`src/rtl/dmau_pkg.sv`:
```
`timescale 1ns/1ps
package dmau_pkg;

   typedef enum logic [1:0] {
      ST_IDLE  = 2'd0,
      ST_READ  = 2'd1,
      ST_WRITE = 2'd2
   } eng_state_t;

   // register word offsets
   localparam logic [1:0] OFS_SRC = 2'd0;
   localparam logic [1:0] OFS_CNT = 2'd1;
   localparam logic [1:0] OFS_CTL = 2'd2;

   // control register bit positions
   localparam int CTL_ARM  = 0;
   localparam int CTL_TSEL = 1;
   localparam int CTL_SWT  = 2;
   localparam int CTL_DONE = 3;
   localparam int CTL_PSEL = 8;

   // merge write data into an old value, one byte lane per strobe bit
   function automatic logic [31:0] lane_merge(input logic [31:0] old_v,
                                              input logic [31:0] new_v,
                                              input logic [3:0]  be);
      logic [31:0] r;
      r = old_v;
      for (int b = 0; b < 4; b++) begin
         if (be[b]) r[8*b +: 8] = new_v[8*b +: 8];
      end
      return r;
   endfunction

endpackage

```
`src/rtl/dmau_regs.sv`:
```
`timescale 1ns/1ps
module dmau_regs
   import dmau_pkg::*;
#(
   parameter int AW    = 16,
   parameter int CW    = 16,
   parameter int SEL_W = 1
) (
   input  logic             clk,
   input  logic             rst_n,
   input  logic             reg_wr,
   input  logic [1:0]       reg_addr,
   input  logic [31:0]      reg_wdata,
   input  logic [3:0]       reg_be,
   output logic [31:0]      reg_rdata,
   input  logic             done_set,
   output logic [AW-1:0]    src_q,
   output logic [CW-1:0]    cnt_q,
   output logic             arm_q,
   output logic             tsel_q,
   output logic [SEL_W-1:0] psel_q,
   output logic             arm_load,
   output logic             sw_go
);

   logic       wr_src, wr_cnt, wr_ctl, ctl_l0, ctl_l1;
   logic       done_q;
   logic [31:0] ctl_rd;

   assign wr_src = reg_wr && (reg_addr == OFS_SRC);
   assign wr_cnt = reg_wr && (reg_addr == OFS_CNT);
   assign wr_ctl = reg_wr && (reg_addr == OFS_CTL);
   assign ctl_l0 = wr_ctl && reg_be[0];
   assign ctl_l1 = wr_ctl && reg_be[1];

   assign arm_load = ctl_l0 && reg_wdata[CTL_ARM] && !arm_q;
   assign sw_go    = ctl_l0 && reg_wdata[CTL_SWT];

   always_ff @(posedge clk or negedge rst_n) begin
      if (!rst_n) begin
         src_q  <= '0;
         cnt_q  <= '0;
         arm_q  <= 1'b0;
         tsel_q <= 1'b0;
         psel_q <= '0;
         done_q <= 1'b0;
      end else begin
         if (wr_src) src_q <= AW'(lane_merge(32'(src_q), reg_wdata, reg_be));
         if (wr_cnt) cnt_q <= CW'(lane_merge(32'(cnt_q), reg_wdata, reg_be));
         if (ctl_l0) tsel_q <= reg_wdata[CTL_TSEL];
         if (ctl_l1) psel_q <= reg_wdata[CTL_PSEL +: SEL_W];
         if (done_set) begin
            arm_q  <= 1'b0;
            done_q <= 1'b1;
         end else if (ctl_l0) begin
            arm_q <= reg_wdata[CTL_ARM];
            if (reg_wdata[CTL_DONE]) done_q <= 1'b0;
         end
      end
   end

   always_comb begin
      ctl_rd                    = '0;
      ctl_rd[CTL_ARM]           = arm_q;
      ctl_rd[CTL_TSEL]          = tsel_q;
      ctl_rd[CTL_DONE]          = done_q;
      ctl_rd[CTL_PSEL +: SEL_W] = psel_q;
   end

   always_comb begin
      unique case (reg_addr)
         OFS_SRC: reg_rdata = 32'(src_q);
         OFS_CNT: reg_rdata = 32'(cnt_q);
         OFS_CTL: reg_rdata = ctl_rd;
         default: reg_rdata = '0;
      endcase
   end

endmodule

```
`src/rtl/dmau_trig.sv`:
```
`timescale 1ns/1ps
module dmau_trig #(
   parameter int NUM_UART  = 2,
   parameter int SEL_W     = 1,
   parameter bit EDGE_TRIG = 1'b1
) (
   input  logic                clk,
   input  logic                rst_n,
   input  logic                armed,
   input  logic                hw_mode,
   input  logic [SEL_W-1:0]    psel,
   input  logic [NUM_UART-1:0] uart_txe,
   input  logic [NUM_UART-1:0] uart_txie,
   input  logic                sw_go,
   input  logic                idle,
   output logic                go
);

   logic [NUM_UART-1:0] hit;
   logic                qual;
   logic                hw_fire;

   for (genvar i = 0; i < NUM_UART; i++) begin : g_port
      assign hit[i] = (psel == SEL_W'(i)) && uart_txe[i] && uart_txie[i];
   end

   assign qual = |hit;

   if (EDGE_TRIG) begin : g_edge
      logic prev_q;
      // history is held low while not listening, so a level already high counts on arming
      always_ff @(posedge clk or negedge rst_n) begin
         if (!rst_n) prev_q <= 1'b0;
         else        prev_q <= (armed && hw_mode) ? qual : 1'b0;
      end
      assign hw_fire = qual && !prev_q;
   end else begin : g_level
      assign hw_fire = qual;
   end

   assign go = idle && armed && (hw_mode ? hw_fire : sw_go);

endmodule

```
`src/rtl/dmau_engine.sv`:
```
`timescale 1ns/1ps
module dmau_engine
   import dmau_pkg::*;
#(
   parameter int AW = 16,
   parameter int CW = 16
) (
   input  logic          clk,
   input  logic          rst_n,
   input  logic          go,
   input  logic          armed,
   input  logic          arm_load,
   input  logic [CW-1:0] base_cnt,
   input  logic [AW-1:0] src_addr,
   output logic          mem_req,
   output logic [AW-1:0] mem_addr,
   input  logic          mem_ack,
   input  logic [7:0]    mem_rdata,
   output logic          strobe,
   output logic [7:0]    wdata,
   output logic          last,
   output logic          idle,
   output logic          irq
);

   eng_state_t    state_q;
   logic [AW-1:0] addr_q;
   logic [CW-1:0] cnt_q;
   logic [7:0]    byte_q;
   logic          irq_q;

   always_ff @(posedge clk or negedge rst_n) begin
      if (!rst_n) begin
         state_q <= ST_IDLE;
         addr_q  <= '0;
         cnt_q   <= '0;
         byte_q  <= '0;
         irq_q   <= 1'b0;
      end else begin
         irq_q <= last;
         unique case (state_q)
            ST_IDLE:  if (go) state_q <= ST_READ;
            ST_READ:  if (mem_ack) begin
                         byte_q  <= mem_rdata;
                         state_q <= ST_WRITE;
                      end
            ST_WRITE: begin
                         state_q <= ST_IDLE;
                         addr_q  <= addr_q + 1'b1;
                         if (cnt_q != '0) cnt_q <= cnt_q - 1'b1;
                      end
            default:  state_q <= ST_IDLE;
         endcase
         if (arm_load) begin
            addr_q <= src_addr;
            cnt_q  <= base_cnt;
         end
      end
   end

   assign mem_req  = (state_q == ST_READ);
   assign mem_addr = addr_q;
   assign strobe   = (state_q == ST_WRITE);
   assign wdata    = byte_q;
   assign last     = strobe && armed && (cnt_q == '0);
   assign idle     = (state_q == ST_IDLE);
   assign irq      = irq_q;

endmodule

```
`src/rtl/dmau_channel.sv`:
```
`timescale 1ns/1ps
module dmau_channel #(
   parameter int AW        = 16,
   parameter int CW        = 16,
   parameter int NUM_UART  = 2,
   parameter bit EDGE_TRIG = 1'b1
) (
   input  logic                clk,
   input  logic                rst_n,
   input  logic                reg_wr,
   input  logic [1:0]          reg_addr,
   input  logic [31:0]         reg_wdata,
   input  logic [3:0]          reg_be,
   output logic [31:0]         reg_rdata,
   output logic                mem_req,
   output logic [AW-1:0]       mem_addr,
   input  logic                mem_ack,
   input  logic [7:0]          mem_rdata,
   input  logic [NUM_UART-1:0] uart_txe,
   input  logic [NUM_UART-1:0] uart_txie,
   output logic [NUM_UART-1:0] uart_wr,
   output logic [7:0]          uart_wdata,
   output logic                irq
);

   localparam int SEL_W = (NUM_UART > 1) ? $clog2(NUM_UART) : 1;

   if (AW < 1 || AW > 32) begin : g_bad_aw
      $error("dmau_channel: AW must be 1..32");
   end
   if (CW < 1 || CW > 32) begin : g_bad_cw
      $error("dmau_channel: CW must be 1..32");
   end
   if (NUM_UART < 1 || SEL_W > 8) begin : g_bad_nu
      $error("dmau_channel: NUM_UART must be 1..256");
   end

   logic [AW-1:0]    src_q;
   logic [CW-1:0]    cnt_base;
   logic             arm_q, tsel_q;
   logic [SEL_W-1:0] psel_q;
   logic             arm_load, sw_go, go, idle, strobe, last;

   dmau_regs #(.AW(AW), .CW(CW), .SEL_W(SEL_W)) u_regs (
      .clk      (clk),
      .rst_n    (rst_n),
      .reg_wr   (reg_wr),
      .reg_addr (reg_addr),
      .reg_wdata(reg_wdata),
      .reg_be   (reg_be),
      .reg_rdata(reg_rdata),
      .done_set (last),
      .src_q    (src_q),
      .cnt_q    (cnt_base),
      .arm_q    (arm_q),
      .tsel_q   (tsel_q),
      .psel_q   (psel_q),
      .arm_load (arm_load),
      .sw_go    (sw_go)
   );

   dmau_trig #(.NUM_UART(NUM_UART), .SEL_W(SEL_W), .EDGE_TRIG(EDGE_TRIG)) u_trig (
      .clk      (clk),
      .rst_n    (rst_n),
      .armed    (arm_q),
      .hw_mode  (tsel_q),
      .psel     (psel_q),
      .uart_txe (uart_txe),
      .uart_txie(uart_txie),
      .sw_go    (sw_go),
      .idle     (idle),
      .go       (go)
   );

   dmau_engine #(.AW(AW), .CW(CW)) u_eng (
      .clk      (clk),
      .rst_n    (rst_n),
      .go       (go),
      .armed    (arm_q),
      .arm_load (arm_load),
      .base_cnt (cnt_base),
      .src_addr (src_q),
      .mem_req  (mem_req),
      .mem_addr (mem_addr),
      .mem_ack  (mem_ack),
      .mem_rdata(mem_rdata),
      .strobe   (strobe),
      .wdata    (uart_wdata),
      .last     (last),
      .idle     (idle),
      .irq      (irq)
   );

   for (genvar i = 0; i < NUM_UART; i++) begin : g_wr
      assign uart_wr[i] = strobe && (psel_q == SEL_W'(i));
   end

endmodule

```
`config.mk`:
```
export PLATFORM = sky130hd
export DESIGN_NAME = dmau_channel
export DESIGN_NICKNAME = d
export VERILOG_FILES = /design/src/rtl/dmau_pkg.sv /design/src/rtl/dmau_regs.sv /design/src/rtl/dmau_trig.sv /design/src/rtl/dmau_engine.sv /design/src/rtl/dmau_channel.sv
export SDC_FILE = /design/constraint.sdc
export NUM_CORES = 1
export LEC_CHECK = 0
export BUFFER_PORTS_ARGS = -buffer_cell sky130_fd_sc_hd__buf_2
export CORE_MARGIN = 2
export CORE_UTILIZATION = 50
export CTS_BUF_LIST = sky130_fd_sc_hd__clkbuf_8
export CTS_CLUSTER_SIZE = 40
export DETAILED_ROUTE_END_ITERATION = 16
export PLACE_DENSITY_LB_ADDON = 0.05
export SETUP_SLACK_MARGIN = 0.2
export SLEW_MARGIN = 40
export SYNTH_ARGS = -nofsm -noshare
export SYNTH_HDL_FRONTEND = slang
export SYNTH_HIERARCHICAL = 1
export SYNTH_SLANG_ARGS = --single-unit
```
`constraint.sdc`:
```
create_clock -name clk -period 5.62 [get_ports clk]
set_input_delay 0.562 -clock clk [delete_from_list [all_inputs] [get_ports clk]]
set_output_delay 0.562 -clock clk [all_outputs]
set_load 0.01 [all_outputs]
```
After elaboration in Yosys (flattened, before gate mapping)
Index checks and enable logic that the tools add are counted.
{"block": "word_totals", "out_inout_bits": 60, "word_cells": 78, "input_bits": 54, "ff_bits": 80}
{"block": "op_classes", "reduce_logical": 39, "n_addsub": 2, "n_eq_ne": 6, "bitwise_logic": 1, "muxes": 16}
{"operator": "$mux W16", "count": 5}
{"operator": "$pmux W16 S3", "count": 1}
{"operator": "$logic_and A1 B1 Y1", "count": 20}
{"operator": "$add A16 B1 Y16 const B", "count": 1}
{"operator": "$logic_not A16 Y1", "count": 1}
{"operator": "$reduce_and A2 Y1", "count": 8}
{"operator": "$reduce_bool A16 Y1", "count": 1}
{"operator": "$sub A16 B1 Y16 const B", "count": 1}
{"operator": "$reduce_bool A2 Y1", "count": 4}
{"operator": "$mux W1", "count": 7}
{"operator": "$eq A2 B1 Y1 const B", "count": 2}
{"operator": "$eq A2 B2 Y1 const B", "count": 2}
{"operator": "$logic_not A2 Y1", "count": 2}
{"operator": "$mux W2", "count": 2}
{"operator": "$pmux W2 S2", "count": 1}
{"operator": "$logic_not A1 Y1", "count": 2}
{"operator": "$ne A2 B1 Y1 const B", "count": 1}
{"operator": "$ne A2 B2 Y1 const B", "count": 1}
{"operator": "$reduce_or A2 Y1", "count": 1}
{"operator": "$not A1 Y1", "count": 1}

Depth between registers and ports, before layout
Gate-level depths: netlist of the first run.
{"block": "depth", "word_depth": 9, "ltp_mapped": 7, "depth_no_buf": 7}

Cells and area by module
The synthesis of the first run kept the hierarchy.
{"module": "dmau_engine", "seq_area_each_um2": 1076.0, "instances": 1, "cells_each": 233, "area_each_um2": 2275.9}
{"module": "dmau_regs", "seq_area_each_um2": 900.9, "instances": 1, "cells_each": 141, "area_each_um2": 1903.1}
{"module": "dmau_trig", "seq_area_each_um2": 25.0, "instances": 1, "cells_each": 9, "area_each_um2": 90.1}
{"module": "dmau_channel", "seq_area_each_um2": 0.0, "instances": 1, "cells_each": 2, "area_each_um2": 16.3}

Least setup slack after synthesis of the first run
Ideal clock, no wire load.
{"block": "synth_path", "kind": "reg2reg", "startpoint": "register u_eng.cnt_q[5]", "endpoint": "register u_eng.cnt_q[1]", "path_buffers": 0, "slack_ps": 3743, "t_required_ps": 5495, "stages_incl_launch_ff": 6, "arrival_time_ps": 1752, "path_cell_list": "dfrtp_1 > or4_4 > nor3b_4 > a21oi_2 > mux2i_1 > mux2_2"}
{"block": "synth_between", "elab_chain_len": 3}
{"item": "start, declared", "line": "dmau_engine.sv:28", "rtl": "logic [CW-1:0] cnt_q;"}
{"item": "start signal, assigned", "line": "dmau_engine.sv:50", "rtl": "if (cnt_q != '0) cnt_q <= cnt_q - 1'b1;"}
{"item": "start signal, assigned", "line": "dmau_engine.sv:56", "rtl": "cnt_q <= base_cnt;"}
{"item": "$reduce_bool A16 Y1", "line": "dmau_engine.sv:50"}
{"item": "$reduce_bool A2 Y1 (no source line)"}
{"item": "$reduce_and A2 Y1 (no source line)"}
Every way passes these cells.
A chain may end at the register's enable or synchronous reset.

Final worst setup path of the first run
{"block": "layout_path", "startpoint": "register u_eng.cnt_q[8]", "endpoint": "register u_eng.cnt_q[4]"}
Same word-level chain as after synthesis.

==> flow_summary_export.csv, run 1 <==
group,metric,value,unit
floorplanning,initial_core_util,51.9,%
worst_setup_path,start_kind,"flop",
synthesis,synth.distinct_cells,57,
finish,drive_gt1_share,33.5,%
worst_setup_path,arrival,2.70,ns
clocking,htreeDepth,3,
sta,skew,0.00956,ns
clocking,clock_latency,0.35,ns
synthesis,ys_ff_latch,80,
synthesis,netlist_instances,385,
synthesis,yosysSeqAreaShare,46.7,%
synthesis,synth.area.top_cells,"dfrtp_1 (47%), mux2_2 (7.1%), mux2_4 (5.6%), mux2i_1 (4.9%), xnor2_1 (4.5%)",
pwr,leakagePower,2.18,nW
sta,rsz0062_at_grt,"no",
global_route,gr-total-overflow,0,
floorplanning,fp.coreArea,8260,um2
synthesis,yosys_warnings,6,
placement,gp_congestion,0.780,
sta,setup_slack,3.15,ns
worst_setup_path,crit_chain,"or3_1 -> nor4_4 -> a2111oi_0 -> xor2_1 -> mux2_2",
flow_run,maxCapViolations,0,
synthesis,synth-edff-count,0,
detailed_routing,drt_pre_antenna_iters,4,
clocking,post-cts-setup-buffer-count,0,
worst_hold_path,hold_path_class,"in -> async",
synthesis,yosysTopAreaCellShare,46.7,%
sta,fin_crit,2.47,ns
finish,nets,516,
synthesis,synthArstFlopShare,100,%
worst_setup_path,cp_slowest_cell,"nor4_4",
status,status,"finished, final reports clean",
clocking,cts_tree,"yes",
clocking,cts_buffer_depth,2,
global_route,grt_pass1_vias,2976,
synthesis,avgSynthCellArea,11.1,um2
finish,finalCoreUtilization,58.9,%
clocking,cts.sinks,80,
detailed_routing,routedWlPerCell,16.3,um
pwr,power,0.00199,W
global_route,grt.total_usage,21.2,%
sta,setup-violations-final,0,
global_route,grt_max_degree,81,
worst_setup_path,crit_path_max_fanout,12,
worst_setup_path,crit_type,"reg -> reg",
synthesis,synth_top_cell_by_area,"dfrtp_1",
finish,n_antenna_cell,0,
sta,setup_tns,0,ns
detailed_routing,route.detailed.drc,0,
clocking,clk_pin_slew_worst_paths,0.09,ns
sta,slew_headroom,49.6,%
pwr,ir_drop,0.000197,V
floorplanning,io-pin-count,114,
floorplanning,row_count,33,
sta,hold_viol,0,
finish,final-seq-area,2000,um2
placement,hpwl,6560,um
detailed_routing,vias,3008,
floorplanning,fp.dieH,96.6,um
worst_setup_path,r2r.worst_path.cells,5,
pwr,powerDensity,410,nW/um2
sta,fmax,405,MHz
detailed_routing,drtIter0Drc,98,
clocking,ctsHoldBuffers,0,
worst_setup_path,critPathMaxStageDelay,0.72,ns
detailed_routing,routed_wl,9310,um
worst_setup_path,end_kind,"flop",
clocking,clockRootBuffer,"clkbuf_8",
global_route,antenna_found_initial,1,
sta,tightest_slew,0.750,ns
floorplanning,fp.dieArea,9330,um2
sta,period_share,43.9,%
placement,port_buffers,79,
clocking,cts_buffers,9,
synthesis,netlist_area,4290,um2
synthesis,ys.flop_type,"dfrtp_1",
placement,place_ws,2.93,ns
clocking,cts_resized,0,
global_route,grt_pass1_wl,14800,um
finish,multiInputGateArea,2100,um2
finish,area_growth_syn_to_layout,13.5,%
floorplanning,fp.dieW,96.6,um
worst_setup_path,crit_required,5.86,ns
detailed_routing,avgViaCountPerCell,5.28,
finish,n_fill_cell,742,
detailed_routing,ant_nets,0,
sta,slew_viol_final,0,
==> path summary, 6_finish.rpt <==
check	startpoint	to	slack (ns)
setup / recovery	u_eng/cnt_q[8]	u_eng/cnt_q[4]	3.15
hold / removal	rst_n	u_eng/mem_addr[11]	0.23
setup reg to reg	u_eng/cnt_q[8]	u_eng/cnt_q[4]	3.15
hold reg to reg	u_eng/wdata[6]	u_eng/wdata[6]	0.51
max in group asynchronous	rst_n	u_regs/cnt_q[1]	4.87
min in group clk	mem_ack	u_eng/state_q[0]	0.40
==> final cells by class <==
cell class | count | area share, %
clock buffer | 9 | 2.55
clock inverter | 7 | 1.31
inverter | 8 | 0.618
multi-input combinational | 281 | 43.2
sequential | 80 | 41.2
tap | 105 | 2.70
timing repair buffer | 80 | 8.41
==> logic make-up (layout without fill, tap and decap cells) <==
group	after synthesis	after routing	synth area share [%]
other cells	1	16	0.0875
buf+inv	39	104	5.58
fa+ha+maj	2	2	0.584
compound gates	51	51	7.04
simple gates	122	122	17.0
mux	65	65	17.9
xor+xnor	25	25	5.11
flops	80	80	46.7
==> state kept, by name, indices dropped and copies added (netlist names) <==
signal,cells
u_regs/done_q,1
u_eng/cnt_q,16
u_eng/wdata,8
u_regs/arm_q,1
u_eng/state_q,2
u_regs/psel_q,1
u_regs/cnt_q,16
u_eng/irq,1
u_eng/mem_addr,16
u_regs/tsel_q,1
u_regs/src_q,16
u_trig/g_edge.prev_q,1
==> power by group <==
group          total [W]  internal [W]  switching, W
Sequential      0.000975      0.000773      0.000202
Clock           0.000410      0.000201      0.000208
Combinational   0.000607      0.000320      0.000287
==> stage by stage <==
| step | hold slack, ns | std cells | cell area [um2] |
|---|---|---|---|
| 2_1_floorplan | 0.266 | 400 | 4340 |
| 4_1_cts | 0.268 | 570 | 4860 |
| 5_1_grt | 0.284 | 570 | 4860 |
| 3_3_place_gp | 0.482 | 554 | 4670 |
| 3_5_place_dp | 0.492 | 554 | 4670 |
| 6_report | 0.230 | 570 | 4860 |
==> metal layers <==
layer	GRT usage (%)	up-vias	wire (um)
met5	0	-	10
met4	7.75	2	121
met3	3.96	15	415
met2	33.9	73	4350
met1	28.8	1452	4410
li1	-	1466	-
==> layout by cell type (no fill, tap or decap), types with 2 or more instances in the layout <==
cell / synthesis / final
dfrtp_1: 80 / 80
buf_2: 2 / 78
nand2_1: 36 / 36
mux2_2: 27 / 27
nor2_1: 26 / 26
o21ai_0: 26 / 26
xnor2_1: 22 / 22
mux2i_1: 21 / 21
mux2_4: 16 / 16
conb_1: 1 / 16
clkbuf_8: 0 / 9
inv_1: 7 / 8
a21oi_1: 8 / 8
nand3_1: 7 / 7
nor2b_1: 6 / 6
nor3_1: 6 / 6
nand2b_1: 5 / 5
a211oi_1: 4 / 4
nand4_1: 4 / 4
o2bb2ai_1: 4 / 4
clkinv_2: 0 / 3
or3_1: 3 / 3
xor2_1: 3 / 3
nor4_1: 3 / 3
o21ai_1: 3 / 3
clkinvlp_4: 0 / 2
and2_1: 2 / 2
nor3b_2: 2 / 2
a21oi_2: 2 / 2
ha_1: 2 / 2
and4bb_1: 2 / 2
==> worst max-delay path, delay by kind of cell (launching register included) <==
family	cells	cell delay (ns)
flip-flops	1	0.43
XOR/XNOR	1	0.20
multiplexers	1	0.28
AO/OA/AOI/OAI	1	0.27
AND/OR/NAND/NOR	2	1.19
==> Yosys cell counts (2+ instances only) <==
cell type,n
a211oi_1,4
a21oi_1,8
a21oi_2,2
and2_1,2
and4bb_1,2
buf_2,2
buf_4,18
buf_6,3
clkbuf_1,8
dfrtp_1,80
ha_1,2
inv_1,7
mux2_2,27
mux2_4,16
mux2i_1,21
nand2_1,36
nand2b_1,5
nand3_1,7
nand4_1,4
nor2_1,26
nor2b_1,6
nor3_1,6
nor3b_2,2
nor4_1,3
o21ai_0,26
o21ai_1,3
o2bb2ai_1,4
or3_1,3
xnor2_1,22
xor2_1,3
Note: power is estimated with default switching activity, not from simulation.
==> run 2, diff against run 1 <==
--- a/config.mk
+++ b/config.mk
@@ -7,7 +7,7 @@
 export LEC_CHECK = 0
 export BUFFER_PORTS_ARGS = -buffer_cell sky130_fd_sc_hd__buf_2
 export CORE_MARGIN = 2
-export CORE_UTILIZATION = 50
+export CORE_UTILIZATION = 49
 export CTS_BUF_LIST = sky130_fd_sc_hd__clkbuf_8
 export CTS_CLUSTER_SIZE = 40
 export DETAILED_ROUTE_END_ITERATION = 16
==> constraint.sdc (replaced) <==
create_clock -name clk -period 2.2 [get_ports clk]
set_input_delay 0.22 -clock clk [delete_from_list [all_inputs] [get_ports clk]]
set_output_delay 0.22 -clock clk [all_outputs]
set_load 0.01 [all_outputs]
==> run 2 against run 1 <==
  * Via count grew 2.7%
  * Die area grew 2.0%
  * Register-to-register slack lost 2.9 ns
  * Total power grew to 2.6 times the previous value
  * Clock power grew to 2.8 times the previous value
  * Setup slack lost 2.9 ns
  * Routed wire length shrank 1.2%
  * Cell area grew 4.7%
  * Sequential share of layout area shrank 1.8 points
  * Combinational power grew to 2.6 times the previous value
  * Critical endpoint is now u_eng/cnt_q[1]
==> flow_summary_export.csv, run 2 (synthesis results as in run 1) <==
group,metric,value,unit
status,status,"finished, final reports clean",
sta,tightest_slew,0.593,ns
floorplanning,fp.coreArea,8590,um2
detailed_routing,ant_nets,0,
clocking,cts_buffers,9,
pwr,ir_drop,0.000527,V
pwr,leakagePower,2.30,nW
detailed_routing,route.detailed.drc,0,
pwr,powerDensity,1030,nW/um2
clocking,clockRootBuffer,"clkbuf_8",
global_route,use_met3,4.39,%
global_route,grt_pass1_wl,15400,um
global_route,grt_use_met1,28.7,%
sta,rsz0062_at_grt,"yes",
sta,setup-violations-final,0,
pwr,power,0.00524,W
placement,dpl-instance-area,4810,um2
finish,layout_common_cells,"dfrtp_1 (79), buf_2 (78), nand2_1 (36)",
worst_hold_path,hold_path_class,"in -> reg",
clocking,cts_tree,"yes",
sta,period_share,86.7,%
sta,skew,0.00973,ns
sta,slew_viol_final,0,
sta,slew_headroom,60.5,%
floorplanning,row_count,34,
clocking,cts_buffer_depth,2,
global_route,grt_use_met2,32.0,%
floorplanning,fp.dieH,97.5,um
finish,n_antenna_cell,0,
finish,nets,535,
flow_run,maxCapViolations,0,
detailed_routing,routedWlPerCell,15.5,um
sta,hold_viol,0,
worst_hold_path,hold_depth,2,
detailed_routing,drtIter0Drc,112,
sta,setup_tns,0,ns
floorplanning,initial_core_util,49.9,%
worst_setup_path,start_kind,"flop",
floorplanning,fp.dieArea,9510,um2
worst_setup_path,r2r.worst_path.cells,5,
finish,final_common_cell,"dfrtp_1",
detailed_routing,routed_wl,9200,um
finish,drive_gt1_share,37.4,%
clocking,clk_pin_slew_worst_paths,0.08,ns
detailed_routing,avgViaCountPerCell,5.22,
placement,hpwl,6740,um
worst_setup_path,end_kind,"flop",
global_route,grt_max_degree,45,
sta,fmax,524,MHz
clocking,clock_latency,0.34,ns
worst_setup_path,crit_type,"reg -> reg",
global_route,busiest_layer,"met2",
global_route,grt_pass1_vias,3107,
detailed_routing,vias,3089,
worst_setup_path,crit_required,2.44,ns
worst_setup_path,crit_path_max_fanout,5,
worst_setup_path,r2r_setup_slack,0.29,ns
placement,port_buffers,79,
sta,fin_crit,1.91,ns
global_route,grt.total_usage,20.2,%
finish,finalCoreUtilization,59.2,%
clocking,cts.sinks,80,
detailed_routing,drt_pre_antenna_iters,4,
finish,area_growth_syn_to_layout,18.7,%
worst_setup_path,arrival,2.14,ns
clocking,htreeDepth,3,
global_route,gr-total-overflow,0,
global_route,antenna_found_initial,0,
floorplanning,io-pin-count,114,
placement,gp_congestion,0.800,
floorplanning,fp.dieW,97.5,um
finish,fin_area,5090,um2
run 2: worst paths after layout:
kind,startpoint,end
setup / recovery,u_eng/cnt_q[5],u_eng/cnt_q[1]
hold / removal,mem_ack,u_eng/state_q[0]
setup reg to reg,u_eng/cnt_q[5],u_eng/cnt_q[1]
hold reg to reg,u_eng/wdata[0],u_eng/wdata[0]
max in group asynchronous,rst_n,u_eng/mem_addr[1]
min in group asynchronous,rst_n,u_regs/src_q[7]
run 2: layout make-up:
type	instances	area [um2]
Clock buffer	12	165
Clock inverter	4	51.3
Fill cell	777	3500
Inverter	8	30.0
Multi-Input combinational cell	281	2120
Sequential cell	80	2000
Tap cell	108	135
Timing Repair Buffer	99	579
run 2: metrics by stage:
| step | hold WS, ns | worst slack, ns | cells |
|---|---|---|---|
| after global placement | 0.264 | 0.193 | 572 |
| after floorplan | -0.0756 | 0.323 | 400 |
| after global routing | 0.0627 | 0.195 | 592 |
| after detailed placement | 0.269 | 0.159 | 572 |
| after CTS | 0.0469 | 0.211 | 591 |
| final | 0.0598 | 0.292 | 592 |
run 2: critical path: stages (launching register included):
cell and delay, ns:
dfrtp_1 0.42, or4_4 0.60, nor3b_4 0.29, a21oi_2 0.12
mux2i_1 0.12, mux2_2 0.25
run 2: routing by layer:
metal  vias up  part of all wire, %
met1      1498                   47
met5         -                    0
met4         0                 0.63
met3         6                  4.7
met2        80                   47
li1       1505                    -
run 2: report_power, final:
group	leakage (nW)	switching, W	internal, W
Combinational	1.25	0.000742	0.000853
Clock	0.109	0.000531	0.000618
Sequential	0.940	0.000519	0.00198
run 2: repair_timing:
action,CTS,global route
endpoints found under the hold margin,42,0
hold buffers,1,0
setup endpoints to repair,5,9
gates resized for setup,1,9
buffers inserted,2,1
pin swaps,1,4
